--- config.mk ---
export PLATFORM = sky130hd
export DESIGN_NAME = ffx_exchange_sched
export DESIGN_NICKNAME = d
export VERILOG_FILES = /design/src/rtl/ffx_pkg.sv /design/src/rtl/ffx_stage_seq.sv /design/src/rtl/ffx_slot_gen.sv /design/src/rtl/ffx_pe_map.sv /design/src/rtl/ffx_exchange_sched.sv
export SDC_FILE = /design/constraint.sdc
export NUM_CORES = 1
export LEC_CHECK = 0
export BUFFER_PORTS_ARGS = -buffer_cell sky130_fd_sc_hd__clkbuf_2
export CAP_MARGIN = 20
export CORE_MARGIN = 4
export CORE_UTILIZATION = 27
export DETAILED_ROUTE_END_ITERATION = 8
export PLACE_DENSITY = 0.47
export SLEW_MARGIN = 20
export SYNTH_ARGS = -nofsm -noshare
export SYNTH_HDL_FRONTEND = slang
export SYNTH_SLANG_ARGS = --single-unit
export TNS_END_PERCENT = 20
--- constraint.sdc ---
create_clock -name clk_i -period 5.1 [get_ports clk_i]
set_input_delay 0.255 -clock clk_i [delete_from_list [all_inputs] [get_ports clk_i]]
set_output_delay 0.255 -clock clk_i [all_outputs]
set_load 0.02 [all_outputs]
--- src/rtl/ffx_pkg.sv ---
package ffx_pkg;
  typedef enum logic [1:0] {
    KIND_LOCAL = 2'd0,
    KIND_ROW   = 2'd1,
    KIND_COL   = 2'd2
  } xchg_kind_e;
endpackage

--- src/rtl/ffx_stage_seq.sv ---
module ffx_stage_seq #(
  parameter int unsigned MAX_LOG4  = 6,
  parameter int unsigned MIN_LOG4  = 3,
  parameter int unsigned PHASE_LEN = 24,
  localparam int unsigned MW = $clog2(MAX_LOG4 + 1),
  localparam int unsigned PW = 2 * (MAX_LOG4 - MIN_LOG4) + 1,
  localparam int unsigned CW = $clog2(PHASE_LEN)
) (
  input  logic          clk_i,
  input  logic          rst_ni,
  input  logic          start_i,
  input  logic [MW-1:0] log4_size_i,
  output logic          busy_o,
  output logic          done_o,
  output logic [MW-1:0] stage_o,
  output logic [CW-1:0] cyc_o
);
  logic          busy_q;
  logic [MW-1:0] m_q, stage_q;
  logic [PW-1:0] phase_q, nphase_q, nphase_d;
  logic [CW-1:0] cyc_q;
  logic          in_range, accept, last_cyc, last_phase, last_stage;

  assign in_range   = (log4_size_i >= MW'(MIN_LOG4)) && (log4_size_i <= MW'(MAX_LOG4));
  assign accept     = start_i && !busy_q && in_range;
  assign last_cyc   = (cyc_q == CW'(PHASE_LEN - 1));
  assign last_phase = (phase_q == nphase_q);
  assign last_stage = (stage_q == m_q - MW'(1));

  // phases per stage minus one: 4^(m-MIN) - 1
  always_comb begin
    int sh;
    sh = int'(log4_size_i) - int'(MIN_LOG4);
    if (sh < 0) sh = 0;
    nphase_d = PW'((1 << (2 * sh)) - 1);
  end

  always_ff @(posedge clk_i or negedge rst_ni) begin
    if (!rst_ni) begin
      busy_q   <= 1'b0;
      m_q      <= '0;
      stage_q  <= '0;
      phase_q  <= '0;
      nphase_q <= '0;
      cyc_q    <= '0;
    end else if (accept) begin
      busy_q   <= 1'b1;
      m_q      <= log4_size_i;
      stage_q  <= '0;
      phase_q  <= '0;
      nphase_q <= nphase_d;
      cyc_q    <= '0;
    end else if (busy_q) begin
      if (!last_cyc) begin
        cyc_q <= cyc_q + CW'(1);
      end else begin
        cyc_q <= '0;
        if (!last_phase) begin
          phase_q <= phase_q + PW'(1);
        end else begin
          phase_q <= '0;
          if (last_stage) busy_q  <= 1'b0;
          else            stage_q <= stage_q + MW'(1);
        end
      end
    end
  end

  assign busy_o  = busy_q;
  assign done_o  = busy_q && last_cyc && last_phase && last_stage;
  assign stage_o = busy_q ? stage_q : '0;
  assign cyc_o   = cyc_q;

  a_r3_done_then_idle: assert property (@(posedge clk_i) disable iff (!rst_ni)
    done_o |=> !busy_o);
  a_r10_busy_holds: assert property (@(posedge clk_i) disable iff (!rst_ni)
    busy_o && !done_o |=> busy_o);
  a_r2_reject_range: assert property (@(posedge clk_i) disable iff (!rst_ni)
    !busy_o && start_i && !in_range |=> !busy_o);
  a_r3_stage_steps: assert property (@(posedge clk_i) disable iff (!rst_ni)
    busy_o && $past(busy_o) |-> (stage_o == $past(stage_o)) || (stage_o == $past(stage_o) + MW'(1)));
  a_r3_cyc_bound: assert property (@(posedge clk_i) disable iff (!rst_ni)
    busy_o |-> cyc_o < CW'(PHASE_LEN));
endmodule

--- src/rtl/ffx_slot_gen.sv ---
module ffx_slot_gen
  import ffx_pkg::*;
#(
  parameter int unsigned NR = 4,
  parameter int unsigned MW = 3,
  parameter int unsigned CW = 5,
  localparam int unsigned LN     = $clog2(NR),
  localparam int unsigned SLOT_W = 2 * (NR - 1)
) (
  input  logic          clk_i,
  input  logic          rst_ni,
  input  logic          busy_i,
  input  logic [MW-1:0] stage_i,
  input  logic [CW-1:0] cyc_i,
  output xchg_kind_e    kind_o,
  output logic [LN-1:0] owner_o,
  output logic [LN-1:0] target_o,
  output logic          word_hi_o
);
  logic [CW-1:0] w;
  logic [LN-1:0] k;

  always_comb begin
    kind_o = KIND_LOCAL;
    if (busy_i) begin
      if (stage_i == MW'(1))      kind_o = KIND_ROW;
      else if (stage_i == MW'(2)) kind_o = KIND_COL;
    end
    owner_o   = LN'(cyc_i / CW'(SLOT_W));
    w         = cyc_i % CW'(SLOT_W);
    k         = LN'(w >> 1);
    // skip the owner's own position
    target_o  = (k < owner_o) ? k : k + LN'(1);
    word_hi_o = (kind_o != KIND_LOCAL) && w[0];
  end

  a_r8_peer_not_owner: assert property (@(posedge clk_i) disable iff (!rst_ni)
    kind_o != KIND_LOCAL |-> target_o != owner_o);
  a_r8_real_first: assert property (@(posedge clk_i) disable iff (!rst_ni)
    word_hi_o |-> !$past(word_hi_o) && ($past(kind_o) == kind_o));
endmodule

--- src/rtl/ffx_pe_map.sv ---
module ffx_pe_map
  import ffx_pkg::*;
#(
  parameter int unsigned NR = 4,
  localparam int unsigned LN  = $clog2(NR),
  localparam int unsigned NPE = NR * NR
) (
  input  logic              clk_i,
  input  logic              rst_ni,
  input  xchg_kind_e        kind_i,
  input  logic [LN-1:0]     owner_i,
  input  logic [LN-1:0]     target_i,
  output logic [NR-1:0]     row_en_o,
  output logic [NR-1:0]     col_en_o,
  output logic [NR*LN-1:0]  row_src_o,
  output logic [NR*LN-1:0]  col_src_o,
  output logic [NPE-1:0]    drive_o,
  output logic [NPE-1:0]    capture_o,
  output logic [NPE*LN-1:0] slot_o
);
  logic is_row, is_col, active;
  assign is_row = (kind_i == KIND_ROW);
  assign is_col = (kind_i == KIND_COL);
  assign active = is_row || is_col;

  for (genvar b = 0; b < NR; b++) begin : g_bus
    logic [NR-1:0] col_drv;
    assign row_en_o[b] = is_row;
    assign col_en_o[b] = is_col;
    assign row_src_o[b*LN +: LN] = is_row ? owner_i : '0;
    assign col_src_o[b*LN +: LN] = is_col ? owner_i : '0;
    for (genvar j = 0; j < NR; j++) begin : g_cd
      assign col_drv[j] = drive_o[j*NR + b];
    end

    a_r7_one_row_driver: assert property (@(posedge clk_i) disable iff (!rst_ni)
      row_en_o[b] |-> $countones(drive_o[b*NR +: NR]) == 1);
    a_r7_one_col_driver: assert property (@(posedge clk_i) disable iff (!rst_ni)
      col_en_o[b] |-> $countones(col_drv) == 1);
  end

  for (genvar e = 0; e < NPE; e++) begin : g_pe
    localparam int unsigned ROW = e / NR;
    localparam int unsigned COL = e % NR;
    logic [LN-1:0] pos;
    assign pos          = is_row ? LN'(COL) : LN'(ROW);
    assign drive_o[e]   = active && (pos == owner_i);
    assign capture_o[e] = active && (pos == target_i);
    assign slot_o[e*LN +: LN] = drive_o[e]   ? target_i :
                                capture_o[e] ? owner_i  : '0;

    a_r9_not_both: assert property (@(posedge clk_i) disable iff (!rst_ni)
      !(drive_o[e] && capture_o[e]));
  end
endmodule

--- src/rtl/ffx_exchange_sched.sv ---
module ffx_exchange_sched
  import ffx_pkg::*;
#(
  parameter int unsigned NR       = 4,
  parameter int unsigned MAX_LOG4 = 6,
  localparam int unsigned LN        = $clog2(NR),
  localparam int unsigned NPE       = NR * NR,
  localparam int unsigned MIN_LOG4  = LN + 1,
  localparam int unsigned PHASE_LEN = 2 * NR * (NR - 1),
  localparam int unsigned MW        = $clog2(MAX_LOG4 + 1),
  localparam int unsigned CW        = $clog2(PHASE_LEN)
) (
  input  logic              clk_i,
  input  logic              rst_ni,
  input  logic              start_i,
  input  logic [MW-1:0]     log4_size_i,
  output logic              busy_o,
  output logic              done_o,
  output logic [MW-1:0]     stage_o,
  output logic [NR-1:0]     row_bus_en_o,
  output logic [NR-1:0]     col_bus_en_o,
  output logic [NR*LN-1:0]  row_src_o,
  output logic [NR*LN-1:0]  col_src_o,
  output logic [NPE-1:0]    pe_drive_o,
  output logic [NPE-1:0]    pe_capture_o,
  output logic [NPE*LN-1:0] pe_slot_o,
  output logic              word_hi_o,
  output logic              bus_free_o
);
  logic [CW-1:0] cyc;
  xchg_kind_e    kind;
  logic [LN-1:0] owner, target;

  ffx_stage_seq #(
    .MAX_LOG4 (MAX_LOG4),
    .MIN_LOG4 (MIN_LOG4),
    .PHASE_LEN(PHASE_LEN)
  ) u_seq (
    .clk_i      (clk_i),
    .rst_ni     (rst_ni),
    .start_i    (start_i),
    .log4_size_i(log4_size_i),
    .busy_o     (busy_o),
    .done_o     (done_o),
    .stage_o    (stage_o),
    .cyc_o      (cyc)
  );

  ffx_slot_gen #(.NR(NR), .MW(MW), .CW(CW)) u_slot (
    .clk_i    (clk_i),
    .rst_ni   (rst_ni),
    .busy_i   (busy_o),
    .stage_i  (stage_o),
    .cyc_i    (cyc),
    .kind_o   (kind),
    .owner_o  (owner),
    .target_o (target),
    .word_hi_o(word_hi_o)
  );

  ffx_pe_map #(.NR(NR)) u_map (
    .clk_i    (clk_i),
    .rst_ni   (rst_ni),
    .kind_i   (kind),
    .owner_i  (owner),
    .target_i (target),
    .row_en_o (row_bus_en_o),
    .col_en_o (col_bus_en_o),
    .row_src_o(row_src_o),
    .col_src_o(col_src_o),
    .drive_o  (pe_drive_o),
    .capture_o(pe_capture_o),
    .slot_o   (pe_slot_o)
  );

  assign bus_free_o = !(|row_bus_en_o || |col_bus_en_o);

  a_r6_local_quiet: assert property (@(posedge clk_i) disable iff (!rst_ni)
    busy_o && (stage_o != MW'(1)) && (stage_o != MW'(2)) |-> bus_free_o && (pe_drive_o == '0) && (pe_capture_o == '0));
  a_r4_row_stage: assert property (@(posedge clk_i) disable iff (!rst_ni)
    busy_o && (stage_o == MW'(1)) |-> (&row_bus_en_o) && (col_bus_en_o == '0));
  a_r5_col_stage: assert property (@(posedge clk_i) disable iff (!rst_ni)
    busy_o && (stage_o == MW'(2)) |-> (&col_bus_en_o) && (row_bus_en_o == '0));
  a_r1_idle_quiet: assert property (@(posedge clk_i) disable iff (!rst_ni)
    !busy_o |-> bus_free_o && !done_o && (pe_drive_o == '0));
endmodule

Yosys cells after proc, flatten, opt, wreduce, memory -nomap -nowiden
Cells that the tools add are included.

storage, ports and cells
  register bits after elaboration = 26
  input bits = 6
  output and inout bits = 95

cells by class
  shift operators = 1
  equal/unequal tests = 38
  $lt $le $gt $ge = 4
  mux-type cells = 69
  $add $sub $neg = 7
  reductions and logical operators = 50
  divide/modulo/power cells = 2

operator list
  kind                                                   number
  2-to-1 mux 2 bit                                       46
  == test 2 bit                                          24
  logical AND 1 bit                                      39
  << shifter 1 x 32 -> 7 bit (first input constant)      1
  2-to-1 mux 31 bit                                      1
  2-to-1 mux 7 bit                                       4
  2-to-1 mux 3 bit                                       6
  2-to-1 mux 5 bit                                       3
  2-to-1 mux 1 bit                                       9
  == test 2 bit (first input constant)                   4
  nonzero test 2 bit                                     4
  adder 7 x 1 -> 7 bit (second input constant)           1
  == test 7 bit                                          1
  subtractor 7 x 2 -> 7 bit (second input constant)      1
  adder 5 x 1 -> 5 bit (second input constant)           1
  divider 5 x 3 -> 5 bit (second input constant)         1
  == test 5 bit (second input constant)                  1
  remainder unit 5 x 3 -> 5 bit (second input constant)  1
  == test 1 x 2 -> 1 bit (first input constant)          2
  logical NOT 2 bit                                      2
  < comparator 4 x 1 -> 1 bit (second input constant)    1
  AND reduction 4 bit                                    1
  subtractor 3 x 2 -> 4 bit (second input constant)      1
  adder 3 x 1 -> 3 bit (second input constant)           1
  other kinds (14)                                       15

Depth between registers and ports, before layout
  depth after elaboration = 11
  gate-level depth with buffers = 24
  depth with buffers taken out = 21

Hierarchy
Synthesis repeated with hierarchy kept, for this count alone.

second synthesis, totals
  cells, all modules = 400
  area, all modules = 2986.6 um^2

modules (own cells, without submodules)
  module              cells each  instances  area an instance (um^2)
  ffx_stage_seq       146         1          1373.8
  ffx_pe_map          206         1          1231.2
  ffx_slot_gen        45          1          362.8
  ffx_exchange_sched  3           1          18.8

Worst setup path before layout
OpenSTA, ideal clock, no wires.

  path type = reg2out
  start point = register u_seq.cyc_q[3], in the netlist u_seq.cyc_o[3]
  end point = output pe_slot_o[22]
  path buffers = 2
  path slack = -0.218 ns
  required time = 4.845 ns
  arrival time = 5.063 ns
  stages on the path, launching flop included = 23
  cells stage by stage = dfrtp_1 > ha_1 > buf_6 > a31oi_1 > o22ai_1 > ha_1 > inv_1 > nand2_1 > o21ai_1 > ha_1 > buf_1 > nor2_1 > and4_4 > a311oi_2 > nor2_2 > ha_1 > nor2b_1 > nor2_1 > nor2b_1 > a2111o_2 > o211ai_2 > nand2_1 > o31ai_1

on the way
  longest elaborated chain between the ends = 7
  elaborated cells on any way between the ends = 11
  classes of those cells = add/sub: 1; div: 2; order compare: 1; eq/ne: 2; mux: 3; reduce/logical: 2

RTL lines
  what                                                                            line                                    text
  start, declared                                                                 ffx_stage_seq.sv:21                     logic [CW-1:0] cyc_q;
  start signal, assigned                                                          ffx_stage_seq.sv:55                     cyc_q <= cyc_q + CW'(1);
  remainder unit 5 x 3 -> 5 bit / divider 5 x 3 -> 5 bit (equally long branches)  ffx_slot_gen.sv:30, ffx_slot_gen.sv:29
  adder 2 x 1 -> 2 bit / < comparator 2 bit (equally long branches)               ffx_slot_gen.sv:33                      target_o = (k < owner_o) ? k : k + LN'(1);
  2-to-1 mux 2 bit                                                                ffx_slot_gen.sv:33
  == test 2 bit                                                                   ffx_pe_map.sv:48                        assign capture_o[e] = active && (pos == target_i);
  logical AND 1 bit                                                               ffx_pe_map.sv:48
  2-to-1 mux 2 bit                                                                ffx_pe_map.sv:50                        capture_o[e] ? owner_i : '0;
  2-to-1 mux 2 bit *                                                              ffx_pe_map.sv:49                        assign slot_o[e*LN +: LN] = drive_o[e] ? target_i :
  end, declared                                                                   ffx_exchange_sched.sv:26                output logic [NPE*LN-1:0] pe_slot_o,

Every way passes the cells marked *; elsewhere a longest branch is shown, timed or not.

Worst setup path in the final report
  start point = register u_seq.cyc_q[3], in the netlist u_seq.cyc_o[3]
  end point = output pe_slot_o[4]

The elaborated chain is that of the path after synthesis.

==> flow_summary_export.csv <==
group,metric,value,unit
clock_tree,clock-sinks,24,
logic_synthesis,synth.most_common_cell,"nand2_1",
die,start_util,0.2813,
clock_tree,cts-root-buf,"clkbuf_8",
route,route.detailed.drc,0,
route,viasPerCell,5.080,
die,die_h,112.6,µm
critical_path,cp_max_fo,15,
critical_path,timing.rr.start,"u_seq.phase_q[1]",
logic_synthesis,yosys_warnings,0,
logic_synthesis,synth_edf_count,0,
place,gp_congestion,0.8414,
route,initialDrtViolationCount,229,
min_path,worst_hold_path_type,"primary input to async pin",
global_route,grt_use_total,0.1386,
critical_path,r2r-end,"u_seq.stage_q[2]",
final_layout,fillCellCount,1115,
timing,worst_pin_slew,0.7632,ns
logic_synthesis,synth.top_cell.area_share,0.2031,
global_route,antenna_found_initial,0,
place,dpl.cell_count,619,
logic_synthesis,synth_area_leaders,"dfrtp_1, ha_1, nand2_1",
logic_synthesis,syn_inst,403,
route,first_pass_iters,7,
logic_synthesis,synthTopCellsByCount,"nand2_1, nor2_1, nand3_1",
clock_tree,cts_buffers,3,
run_status,outcome,"complete, but fails checks",
critical_path,reg2reg_depth,7,
die,die_x,112.6,µm
job,drv_cap,0,
place,port_buffers,100,
final_layout,instances_no_fill,627,
critical_path,critPathRequiredTime,4.85,ns
global_route,grt_pass1_vias,3054,
logic_synthesis,synth_seq_area_share,0.2031,
timing,layout_setup_ws,0.3321,ns
clock_tree,cts_tree,"done",
timing,slew_headroom,0.4899,
final_layout,syn_to_final_growth,27.89,%
run_status,violations,"negative hold slack",
timing,hold_ws,-0.01454,ns
critical_path,ff2ff_setup_slack,2.62,ns
clock_tree,htree_levels,1,
critical_path,endpoint_kind,"output pin",
global_route,grt_pass1_wl,15050,µm
final_layout,antenna_cells,0,
place,hpwlAfterDp,7291,µm
logic_synthesis,netlist_area,2957,µm²
logic_synthesis,ys_async_sr_fraction,1.000,
timing,max_freq,209.7,MHz
critical_path,cp-start-kind,"flop",
logic_synthesis,syn_avg_cell_area,7.336,µm²
critical_path,arrival,4.51,ns
clock_tree,clk_path_buf_depth,2,
timing,slew_violations,0,
global_route,overflow,0,
final_layout,drive_above_1_share,0.3503,
clock_tree,cts_hold_buf,0,
final_layout,final_net_count,515,
timing,setup_viol,0,
place,dp_slack,0.08982,ns
logic_synthesis,synthFlopType,"dfrtp_1",
global_route,grt_start_max_net_pins,25,
clock_tree,clk_pin_slew,0.09,ns
die,rows,37,
logic_synthesis,syn_nets,426,
timing,period_share,0.9349,
timing,fin_crit,4.768,ns
die,core_area,10510,µm²
logic_synthesis,synth_cell_types,63,
timing,fin_skew,0.001963,ns
critical_path,path_class,"flop to output pin",
logic_synthesis,yosysTopAreaCell,"dfrtp_1",
route,routed_wl,9223,µm
final_layout,final_util,0.3598,
clock_tree,insertion_delay,0.26,ns
route,drtAntennaViolNets,0,
die,die_area,12690,µm²
route,num_vias,3185,
logic_synthesis,synth-seq-cells,24,
route,wl_per_cell,14.71,µm
die,io_pins,101,
timing,final_hold_viol_count,24,
-- layer usage --
| metal | vias up | wire (µm) | track usage |
|---|---|---|---|
| li1 | 1577 | - | - |
| met1 | 1482 | 4129 | 0.1906 |
| met2 | 114 | 4499 | 0.2370 |
| met3 | 12 | 516 | 0.01563 |
| met4 | 0 | 78 | 0.02244 |
| met5 | - | 0 | 0 |
-- flip-flops by register name, indices dropped and copies added (netlist names) --
signal and count:
u_seq.cyc_o 5, u_seq.busy_o 1, u_seq.nphase_q 5, u_seq.stage_q 3, u_seq.phase_q 7, u_seq.m_q 3
-- how the worst max path moves through the flow --
stage                         startpoint       endpoint  slack [ns]  depth (start not counted)
after floorplan           u_seq.cyc_o[3]  pe_slot_o[16]        0.02                         23
final                     u_seq.cyc_o[3]   pe_slot_o[4]        0.33                         21
after CTS                 u_seq.cyc_o[0]   pe_slot_o[7]        0.04                         22
after detailed placement  u_seq.cyc_o[0]  pe_slot_o[21]        0.09                         22
after global routing      u_seq.cyc_o[3]   pe_slot_o[7]      -0.002                         21
after global placement    u_seq.cyc_o[0]  pe_slot_o[21]        0.23                         21
-- per-stage QoR --
stage / cell area [µm²] / setup TNS (ns)
after floorplan: 2980 / 0
after detailed placement: 3550 / 0
after global routing: 3781 / -0.001847
after global placement: 3550 / 0
final: 3781 / 0
after CTS: 3642 / 0
-- cell type report --
cell class              count  area, µm²  area share
flip-flops and latches     24      600.6      0.1588
well taps                 136      170.2     0.04500
multi-input cells         310       2132      0.5639
clock inverters             1      30.03    0.007942
clock buffers               3      41.29     0.01092
inverters                  26      97.59     0.02581
repair buffers            127      709.4      0.1876
-- cells by family after synthesis --
logic type	count (synthesis)	synth area share
flops	24	0.2031
buf+inv	69	0.1253
xor+xnor	22	0.07490
mux	1	0.003386
compound gates	81	0.2044
simple gates	189	0.3170
fa+ha+maj	17	0.07194
-- critical path: stages, from the launching register on --
cell      delay [ns]
dfrtp_1         0.42
buf_6           0.17
nor2b_2         0.17
o21ai_2         0.19
ha_4            0.19
nand2_1         0.06
o21ai_2         0.15
ha_2            0.21
nor2_1          0.05
buf_4           0.14
a311oi_4        0.31
nor2_2          0.07
ha_1            0.27
nor2b_1         0.14
nor2_1          0.15
nor2b_1         0.08
a2111o_2        0.45
o211ai_4        0.34
buf_4           0.24
nand4_1         0.10
o211ai_1        0.12
clkbuf_2        0.21
-- cell usage in the layout, fill, tap and decap left out, drive strengths merged, types with 9 or more instances in the layout --
cell type  synthesis  layout
dfrtp             24      24
nor3              16      16
a21oi             15      15
nand4              9       9
inv               26      26
o21ai             22      22
buf               33      28
ha                17      17
clkbuf            10     102
xnor2             12      12
nor2              50      50
xor2               9       9
nand3             26      26
nand2             51      51
-- repair_timing --
| item | CTS | global route |
|---|---|---|
| resized for setup | 5 | 21 |
| endpoints found under the hold margin | 0 | 0 |
| setup buffers | 0 | 4 |
| endpoints found under the setup margin | 35 | 43 |
| pin swaps | 0 | 5 |
Power is left out: the tool's default activity adds up to more than one toggle a clock period on the data nets, which glitch-free logic cannot reach.
